[src/rtl/radio_cfg_pkg.sv]
package radio_cfg_pkg;

    typedef enum logic [1:0] {
        MODE_SLEEP  = 2'd0,
        MODE_RX     = 2'd1,
        MODE_TX_OOK = 2'd2,
        MODE_TX_ASK = 2'd3
    } op_mode_e;

    // Direct pin decode used before serial operation is entered
    function automatic op_mode_e decode_pins(input logic pin_d, input logic pin_c);
        case ({pin_d, pin_c})
            2'b11:   return MODE_RX;
            2'b00:   return MODE_SLEEP;
            2'b01:   return MODE_TX_OOK;
            default: return MODE_TX_ASK;
        endcase
    endfunction

endpackage

[src/rtl/cfg_mode_latch.sv]
module cfg_mode_latch
    import radio_cfg_pkg::*;
(
    input  logic     clk,
    input  logic     rst,
    input  logic     sel_i,
    input  logic     pin_d_i,
    input  logic     pin_c_i,
    output logic     serial_o,
    output op_mode_e mode_o
);

    logic     serial_q;
    op_mode_e mode_q;

    always_ff @(posedge clk) begin
        if (rst) begin
            serial_q <= 1'b0;
            mode_q   <= MODE_SLEEP;
        end else begin
            if (sel_i)
                serial_q <= 1'b1;
            if (!serial_q && !sel_i)
                mode_q <= decode_pins(pin_d_i, pin_c_i);
        end
    end

    assign serial_o = serial_q;
    assign mode_o   = mode_q;

    a_r3_serial_sticky: assert property (@(posedge clk) disable iff (rst)
        serial_q |=> serial_q);

    a_r3_mode_frozen: assert property (@(posedge clk) disable iff (rst)
        (serial_q || sel_i) |=> $stable(mode_q));

endmodule

[src/rtl/cfg_regfile.sv]
module cfg_regfile #(
    parameter int REG_W    = 8,
    parameter int NUM_REGS = 3,
    localparam int IDX_W   = $clog2(NUM_REGS)
) (
    input  logic                      clk,
    input  logic                      rst,
    input  logic                      wr_en_i,
    input  logic [IDX_W-1:0]          wr_idx_i,
    input  logic [REG_W-1:0]          wr_data_i,
    input  logic [IDX_W-1:0]          rd_idx_i,
    output logic [REG_W-1:0]          rd_data_o,
    output logic [NUM_REGS*REG_W-1:0] regs_o
);

    logic [REG_W-1:0] regs_q [NUM_REGS];

    for (genvar k = 0; k < NUM_REGS; k++) begin : g_reg
        always_ff @(posedge clk) begin
            if (rst)
                regs_q[k] <= '0;
            else if (wr_en_i && (int'(wr_idx_i) == k))
                regs_q[k] <= wr_data_i;
        end
        assign regs_o[k*REG_W +: REG_W] = regs_q[k];
    end

    always_comb begin
        rd_data_o = '0;
        for (int k = 0; k < NUM_REGS; k++)
            if (int'(rd_idx_i) == k)
                rd_data_o = regs_q[k];
    end

    a_r7_hold_without_write: assert property (@(posedge clk) disable iff (rst)
        !wr_en_i |=> $stable(regs_o));

endmodule

[src/rtl/cfg_serial_engine.sv]
module cfg_serial_engine #(
    parameter int REG_W    = 8,
    parameter int NUM_REGS = 3,
    localparam int IDX_W   = $clog2(NUM_REGS),
    localparam int CNT_W   = $clog2(REG_W)
) (
    input  logic             clk,
    input  logic             rst,
    input  logic             sel_i,
    input  logic             sclk_i,
    input  logic             sdata_i,
    output logic             wr_en_o,
    output logic [IDX_W-1:0] wr_idx_o,
    output logic [REG_W-1:0] wr_data_o,
    output logic [IDX_W-1:0] rd_idx_o,
    input  logic [REG_W-1:0] rd_data_i,
    output logic             sdo_o,
    output logic             sdo_oe_o
);

    logic             sclk_q;
    logic [CNT_W-1:0] cnt_q;
    logic [REG_W-1:0] shift_q, shift_nxt, tx_q;
    logic [IDX_W-1:0] ptr_q, ptr_inc, cmd_idx;
    logic             in_data_q, is_read_q, oe_q;
    logic             rise, byte_done;

    assign rise      = sel_i && sclk_i && !sclk_q;
    assign byte_done = rise && (int'(cnt_q) == REG_W - 1);
    assign shift_nxt = {shift_q[REG_W-2:0], sdata_i};
    assign cmd_idx   = (int'(shift_nxt[IDX_W-1:0]) >= NUM_REGS) ? '0 : shift_nxt[IDX_W-1:0];
    assign ptr_inc   = (int'(ptr_q) == NUM_REGS - 1) ? '0 : ptr_q + 1'b1;
    assign rd_idx_o  = in_data_q ? ptr_inc : cmd_idx;

    always_ff @(posedge clk) begin
        if (rst)
            sclk_q <= 1'b0;
        else
            sclk_q <= sclk_i;
    end

    always_ff @(posedge clk) begin
        if (rst || !sel_i) begin
            cnt_q     <= '0;
            shift_q   <= '0;
            tx_q      <= '0;
            in_data_q <= 1'b0;
            is_read_q <= 1'b0;
            oe_q      <= 1'b0;
            if (rst)
                ptr_q <= '0;
        end else if (rise) begin
            shift_q <= shift_nxt;
            cnt_q   <= byte_done ? '0 : cnt_q + 1'b1;
            if (byte_done && !in_data_q) begin
                in_data_q <= 1'b1;
                is_read_q <= shift_nxt[REG_W-1];
                ptr_q     <= cmd_idx;
                if (shift_nxt[REG_W-1]) begin
                    oe_q <= 1'b1;
                    tx_q <= rd_data_i;
                end
            end else if (byte_done) begin
                ptr_q <= ptr_inc;
                if (is_read_q)
                    tx_q <= rd_data_i;
            end else if (in_data_q && is_read_q) begin
                tx_q <= {tx_q[REG_W-2:0], 1'b0};
            end
        end
    end

    assign wr_en_o   = byte_done && in_data_q && !is_read_q;
    assign wr_idx_o  = ptr_q;
    assign wr_data_o = shift_nxt;
    assign sdo_o     = tx_q[REG_W-1];
    assign sdo_oe_o  = oe_q;

    a_r9_oe_release: assert property (@(posedge clk) disable iff (rst)
        !sel_i |=> !oe_q);

    a_r6_count_cleared: assert property (@(posedge clk) disable iff (rst)
        !sel_i |=> (cnt_q == '0 && !in_data_q));

    a_r5_ptr_in_range: assert property (@(posedge clk) disable iff (rst)
        int'(ptr_q) < NUM_REGS);

    a_r8_no_write_in_read: assert property (@(posedge clk) disable iff (rst)
        oe_q |-> !wr_en_o);

endmodule

[src/rtl/radio_cfg_if.sv]
module radio_cfg_if
    import radio_cfg_pkg::*;
#(
    parameter int REG_W    = 8,
    parameter int NUM_REGS = 3,
    localparam int IDX_W   = $clog2(NUM_REGS)
) (
    input  logic                      clk,
    input  logic                      por_i,
    input  logic                      sel_i,
    input  logic                      sclk_i,
    input  logic                      sdata_i,
    output logic [1:0]                mode_o,
    output logic                      serial_o,
    output logic [NUM_REGS*REG_W-1:0] cfg_o,
    output logic                      dcr_en_o,
    output logic                      sdo_o,
    output logic                      sdo_oe_o
);

    op_mode_e         mode;
    logic             wr_en;
    logic [IDX_W-1:0] wr_idx, rd_idx;
    logic [REG_W-1:0] wr_data, rd_data;

    cfg_mode_latch u_latch (
        .clk      (clk),
        .rst      (por_i),
        .sel_i    (sel_i),
        .pin_d_i  (sdata_i),
        .pin_c_i  (sclk_i),
        .serial_o (serial_o),
        .mode_o   (mode)
    );

    cfg_serial_engine #(.REG_W(REG_W), .NUM_REGS(NUM_REGS)) u_engine (
        .clk       (clk),
        .rst       (por_i),
        .sel_i     (sel_i),
        .sclk_i    (sclk_i),
        .sdata_i   (sdata_i),
        .wr_en_o   (wr_en),
        .wr_idx_o  (wr_idx),
        .wr_data_o (wr_data),
        .rd_idx_o  (rd_idx),
        .rd_data_i (rd_data),
        .sdo_o     (sdo_o),
        .sdo_oe_o  (sdo_oe_o)
    );

    cfg_regfile #(.REG_W(REG_W), .NUM_REGS(NUM_REGS)) u_regs (
        .clk       (clk),
        .rst       (por_i),
        .wr_en_i   (wr_en),
        .wr_idx_i  (wr_idx),
        .wr_data_i (wr_data),
        .rd_idx_i  (rd_idx),
        .rd_data_o (rd_data),
        .regs_o    (cfg_o)
    );

    assign mode_o   = mode;
    assign dcr_en_o = cfg_o[0];

    a_r3_no_oe_before_serial: assert property (@(posedge clk) disable iff (por_i)
        sdo_oe_o |-> serial_o);

    a_r5_write_needs_serial: assert property (@(posedge clk) disable iff (por_i)
        wr_en |-> serial_o);

endmodule

[config.mk]
export PLATFORM = sky130hd
export DESIGN_NAME = radio_cfg_if
export DESIGN_NICKNAME = d
export VERILOG_FILES = /design/src/rtl/radio_cfg_pkg.sv /design/src/rtl/cfg_mode_latch.sv /design/src/rtl/cfg_regfile.sv /design/src/rtl/cfg_serial_engine.sv /design/src/rtl/radio_cfg_if.sv
export SDC_FILE = /design/constraint.sdc
export NUM_CORES = 1
export LEC_CHECK = 0
export BUFFER_PORTS_ARGS = -buffer_cell sky130_fd_sc_hd__clkbuf_2
export CAP_MARGIN = 20
export CORE_MARGIN = 3
export CORE_UTILIZATION = 55
export CTS_BUF_LIST = sky130_fd_sc_hd__clkbuf_8
export CTS_CLUSTER_SIZE = 25
export DETAILED_ROUTE_END_ITERATION = 7
export PLACE_DENSITY = 0.77
export SYNTH_ARGS = -nofsm -noshare
export SYNTH_HDL_FRONTEND = slang
export SYNTH_HIERARCHICAL = 1
export SYNTH_SLANG_ARGS = --single-unit
[constraint.sdc]
create_clock -name clk -period 2.75 [get_ports clk]
set_clock_uncertainty 0.05 [all_clocks]
set_input_delay 0.275 -clock clk [delete_from_list [all_inputs] [get_ports clk]]
set_output_delay 0.275 -clock clk [all_outputs]
set_load 0.05 [all_outputs]
# --- After elaboration in Yosys (flattened, before gate mapping) ---
# Memories as Yosys holds them, arrays and structs flattened.
# Index checks and enable logic that the tools add are counted.
totals:
  regBits: 27
  ramBits: 24
  inputBits: 5
  out_inout_bits: 30
  wordCells: 86
  n_memories: 1
op_classes:
  addsub: 2
  order_cmp: 1
  eq_ne: 10
  n_mux: 32
  bitwise_logic: 3
  reduce_logical: 27
memory_table:
  columns: ["memory", "words", "width", "read_ports", "rd_clocked_by_memory_dff", "write_ports", "line_no", "text"]
  rows:
  - ["u_regs.regs_q", 3, 8, 3, 0, 3, "cfg_regfile.sv:16", "logic [REG_W-1:0] regs_q [NUM_REGS];"]
ops:
  columns: ["cell", "count"]
  rows:
  - ["$mux 8", 11]
  - ["$mux 2", 8]
  - ["$logic_and 1x1->1", 11]
  - ["$mux 1", 11]
  - ["$eq 2x2->1 const B", 5]
  - ["$logic_not 2->1", 3]
  - ["$pmux 2 s3", 1]
  - ["$reduce_and 3->1", 2]
  - ["$reduce_bool 3->1", 2]
  - ["$logic_not 1->1", 5]
  - ["$reduce_and 4->1", 1]
  - ["$add 3x1->3 const B", 1]
  - ["$eq 3x1->1 const B", 1]
  - ["$mux 3", 1]
  - ["$ne 3x2->1 const B", 1]
  - ["$or 1x1->1", 3]
  - ["$add 2x1->2 const B", 1]
  - ["$eq 2x1->1 const B", 1]
  - ["$ge 2x2->1 const B", 1]
  - ["$ne 2x1->1 const B", 1]
  - ["$ne 2x2->1 const B", 1]
  - ["$reduce_and 2->1", 1]
  - ["$reduce_bool 2->1", 1]
  - ["$logic_or 1x1->1", 1]

# --- Longest topological paths before layout ---
logic_depth:
  depth_word: 10
  ltp_mapped: 9
  mapped_depth_nobuf: 7

# --- Modules after synthesis ---
# Netlist, hierarchy kept.
by_module_without_submodules:
  columns: ["module", "instances", "cells_per_inst", "area_per_inst_um2", "seq_area_each_um2"]
  rows:
  - ["cfg_regfile", 1, 88, 1163.6, 720.7]
  - ["cfg_serial_engine", 1, 133, 1163.6, 500.5]
  - ["cfg_mode_latch", 1, 14, 133.9, 60.1]
  - ["radio_cfg_if", 1, 1, 7.5, 0.0]

# --- Worst setup path after synthesis ---
# No wires, ideal clock.
synth_timing:
  path_type: "reg-to-reg"
  startpoint: "reg u_engine.cnt_q[0]"
  endpoint: "mem u_regs.regs_q[1][0], enable pin"
  setup_ns: 0.375
  arrival_ns: 1.828
  required_time_ns: 2.325
  slack_ns: 0.498
  stages_incl_launch_ff: 9
  path_cell_list: "dfxtp_1 -> ha_1 -> ha_1 -> nand4b_1 -> buf_2 -> nor3_1 -> buf_2 -> inv_1 -> o21bai_1"
synth_rtl:
  columns: ["item", "line_no", "text"]
  rows:
  - ["start: declaration", "cfg_serial_engine.sv:22", "logic [CNT_W-1:0] cnt_q;"]
  - ["start signal: assignment", "cfg_serial_engine.sv:54", "cnt_q <= byte_done ? '0 : cnt_q + 1'b1;"]
  - ["end: declaration", "cfg_regfile.sv:16", null]

==> impl.org <==
** Status
- The flow ran to the end, and the final reports show no timing, DRC or antenna violations.

** Critical path
- Launching element type of the critical path :: flop
- The worst setup path is captured at a flop.
- Most Frequent Cell on Critical Path :: sky130_fd_sc_hd__ha_1
- Max Fanout on Critical Path :: 7
- The worst register-to-register path has a setup slack of 0.57 ns.
- The worst register-to-register path ends at u_regs/regs_q[2][5]$_SDFFCE_PN0P_.
- Arrival time reported for the critical path endpoint :: 2.16 ns
- Cell type of the slowest stage on the worst timing path :: sky130_fd_sc_hd__dfxtp_1
- Start of the worst register-to-register path :: u_engine/cnt_q[0]$_SDFFE_PP0P_
- Depth of the most critical reg-to-reg path :: 7
- Crit-path max cell delay :: 0.36 ns
- Critical Path RT :: around 2.7 ns
- The critical path goes through ha_1 > ha_1 > nand4b_1 > nor3_1 > inv_1 > o21bai_1 > buf_4.
- Kind of critical path :: flop to flop

** Floorplanning
- The floorplan step defined a die boundary enclosing 5328 sq um.
- From left edge to right edge, the die measures 73.00 um.
- For this configuration, the core starts out at a cell density of ~59%.
- Standard-cell row count :: 23
- Die extent in y :: 73.00 um
- The core region is 4173 sq um.
- I/O Pins :: 35

** Drt
- In this run the remaining antenna-violating nets after routing total 0.
- The detailed router placed 1782 vias in this run.
- Via-per-instance ratio :: 5.675
- In the routed design, unresolved DRC markers number 0.
- Post-detailed-route wirelength per cell :: around 16 um
- TritonRoute pass-1 iters :: 4
- After the first detailed-routing iteration, the DRC count stood at approximately 140.
- Drt total wl :: about 5000 um

** Clocking
- CTS Buf Count :: 5
- The root buffer cell chosen for the clock tree is sky130_fd_sc_hd__clkbuf_8.
- Sinks on the clock net :: 51
- Clock-pin slew was measured on the worst setup and hold paths at roughly 0.090 ns.
- TritonCTS built the clock tree.
- Post-CTS timing repair inserted 0 buffers for setup.
- Gates resized during post-CTS repair numbered 0.
- Clock latency at the later pin of the worst-skew pair :: 0.30 ns
- Count of hold-fix buffers inserted at cts :: 0
- Htree depth :: 2
- Deepest clock path buffer count :: 2

** Synth
- Number of distinct library cells after synthesis :: 35
- Summing the areas of all and, or, nand and nor instances in the mapped netlist gives about 18% of the synthesized area.
- Ranking of synthesized cells by area :: sky130_fd_sc_hd__edfxtp_1 32%, sky130_fd_sc_hd__dfxtp_1 20%, sky130_fd_sc_hd__mux2i_1 6.9%, sky130_fd_sc_hd__a21oi_1 4.5%, sky130_fd_sc_hd__nor2_1 3.2%
- After technology mapping, the gate count stands at 236.
- Synth area leader :: sky130_fd_sc_hd__edfxtp_1
- Dominant combinational cell family by area after synthesis :: simple AND/OR/NAND/NOR gates
- After synthesis, the mean cell area works out to 10.46 sq um.
- Synthesized flop and latch total :: a little over 50
- Summing every instance area after synthesis gives approximately 2500 sq um.
- After Yosys synthesis, XOR and XNOR cells account for 0% of the synthesized area.
- Number of warning messages in the yosys log :: 6
- The synthesized netlist devotes 14.90% of its cell area to compound gates.
- The synthesized netlist devotes 2.027% of its cell area to adder and majority cells.
- Of the synthesized area, sequential elements account for approximately half.
- Yosys top cell area share :: 31.63%
- After synthesis, the share of cell area in mux cells is 6.893%.
- Synthesized Nets :: 245

** Layout
- Cells fill 65.49% of the core in the end.
- The number of antenna diodes in the final layout is 0.
- In the layout the commonest cells are 34 x sky130_fd_sc_hd__clkbuf_2, 26 x sky130_fd_sc_hd__edfxtp_1, 25 x sky130_fd_sc_hd__dfxtp_1.
- For this run, the post-layout net count is 272.
- Synthesis-to-finish area growth :: 10.69%
- Leaving out filler cells and counting taps, the final layout contains between 300 and 400.
- Leaving out fill and tap cells, the most frequent cell in the layout is sky130_fd_sc_hd__clkbuf_2.
- The post-route netlist has 22.35% of its cells at a drive strength greater than 1.

** Hold path
- Worst hold path endpoint :: u_engine/shift_q[0]$_SDFFE_PP0P_
- Hold Path Origin :: sdata_i
- Along the worst hold path, the cell count comes to 3.
- Class of the most critical hold timing path :: input port to flop

** Placement
- HPWL after DPL :: 3649 um
- Number of input and output port buffers inserted :: 34
- Routability-driven placement finished with a final weighted congestion of approximately 0.8.
- Placed Cells :: 306

** Timing
- Pin slew with the least headroom to its limit :: 0.7030 ns
- The worst path in the final design needs a cycle of 2.180 ns, including I/O delays and setup.
- In the final timing run, aggregate negative setup slack is 0 ns.
- Setup repair after global routing missed its margin :: no
- Final Hold Violating Endpoints :: 0
- The worst path uses around four fifths of the clock period.
- Tightest hold margin :: 0.2376 ns
- Setup violations remaining at the end of the flow were counted as 0.
- Peak Freq :: 458.6 MHz
- Headroom to the max-slew limit came out at 53.04%.
- Max-slew violation count :: 0

** Pwr
- Overall power consumption after layout is estimated at 0.001535 W.
- For this design the ratio of total power to cell area is roughly 560 nW/um^2.
- Leak pwr :: approximately 1.1 nW
- Peak VDD IR :: 0.0003800 V

** GRT
- Global routing finished with a remaining overflow of 0.
- The number of antenna violations at the first check in global routing was 0.
- Total routing resource utilization after global routing :: 19.81%
- The via count of the first global-routing pass was 1661.
- The first global-routing pass estimated 7990 um of wire.
- Pin count of the biggest net entering global routing :: 19

** Run
- Maximum capacitance violations :: 0
[Yosys cell counts, drive strengths merged]
cell type  instances
a21o               7
a21oi             22
and2               1
and3b              2
buf               16
clkbuf             4
dfxtp             25
edfxtp            26
ha                 4
inv                4
mux2i             17
nand2             20
nand2b             8
nand3              1
nand3b            10
nand4              1
nand4b             1
nor2              29
nor2b              5
nor3               2
nor4               1
o21a               1
o21ai              6
o21ba              1
o21bai             3
o221ai             7
o2bb2ai            8
or2                1
or3                3
[report_power, final]
group / leakage, nW / internal (W) / switching (W) / total [W]
Combinational: 0.589 / 0.0000415 / 0.000120 / 0.000162
Clock: 0.0612 / 0.000295 / 0.000249 / 0.000544
Sequential: 0.468 / 0.000816 / 0.0000132 / 0.000829
[area by class of cell]
cell class / count / area, sq um
fillers: 340 / 1440
flip-flops and latches: 51 / 1281
multi-input cells: 161 / 1041
repair buffers: 40 / 215.2
clock buffers: 6 / 82.58
well taps: 50 / 62.56
clock inverters: 2 / 35.03
inverters: 4 / 15.01
[metrics by stage]
stage	setup slack (ns)	cell area [sq um]
6_report	0.5696	2733
5_1_grt	0.3987	2733
4_1_cts	0.6079	2733
3_5_place_dp	0.6380	2615
3_3_place_gp	0.6804	2615
2_1_floorplan	0.4976	2469
[routing by layer]
metal | global-route usage [%] | share of wire, % | vias to the layer above
met4 | 7.377 | 1.2 | 0
met3 | 3.581 | 3.4 | 4
met5 | 0 | 0 | -
li1 | - | - | 892
met1 | 26.13 | 47 | 851
met2 | 32.37 | 48 | 35
[logic make-up after synthesis]
family	count (synthesis)
DFF	51
AOI/OAI and AO/OA	55
buffers and inverters	24
and+or+nand+nor	85
muxes	17
adders and majority gates	4
[worst max-delay path, delay by kind of cell (launching register included)]
family          cells  cell delay [ns]
simple gates        2             0.40
flops               1             0.36
compound gates      1             0.28
buf+inv             2             0.35
fa+ha+maj           2             0.46
[registers in the layout, indices dropped and copies added (netlist names)]
| signal | count |
|---|---|
| u_engine/cnt_q | 3 |
| u_engine/in_data_q | 1 |
| u_engine/is_read_q | 1 |
| u_engine/sclk_q | 1 |
| u_engine/sdo_oe_o | 1 |
| u_engine/shift_q | 7 |
| u_engine/tx_q | 8 |
| u_engine/wr_idx_o | 2 |
| u_latch/mode_o | 2 |
| u_latch/serial_o | 1 |
| u_regs/regs_q | 24 |
[worst max path at each step]
| stage | start | endpoint | cells past startpoint | slack, ns |
|---|---|---|---|---|
| detailed placement | u_engine/cnt_q[0]$_SDFFE_PP0P_ | u_regs/regs_q[0][6]$_SDFFCE_PN0P_ | 6 | 0.64 |
| CTS | u_engine/cnt_q[0]$_SDFFE_PP0P_ | u_regs/regs_q[0][4]$_SDFFCE_PN0P_ | 6 | 0.61 |
| floorplan | u_engine/cnt_q[0]$_SDFFE_PP0P_ | u_regs/regs_q[1][0]$_SDFFCE_PN0P_ | 8 | 0.50 |
| global route | u_engine/cnt_q[0]$_SDFFE_PP0P_ | u_regs/regs_q[2][3]$_SDFFCE_PN0P_ | 7 | 0.40 |
| global placement | u_engine/cnt_q[0]$_SDFFE_PP0P_ | u_regs/regs_q[0][5]$_SDFFCE_PN0P_ | 6 | 0.68 |
| finish | u_engine/cnt_q[0]$_SDFFE_PP0P_ | u_regs/regs_q[2][5]$_SDFFCE_PN0P_ | 7 | 0.57 |
No activity file was read; power rests on OpenSTA's default activity.
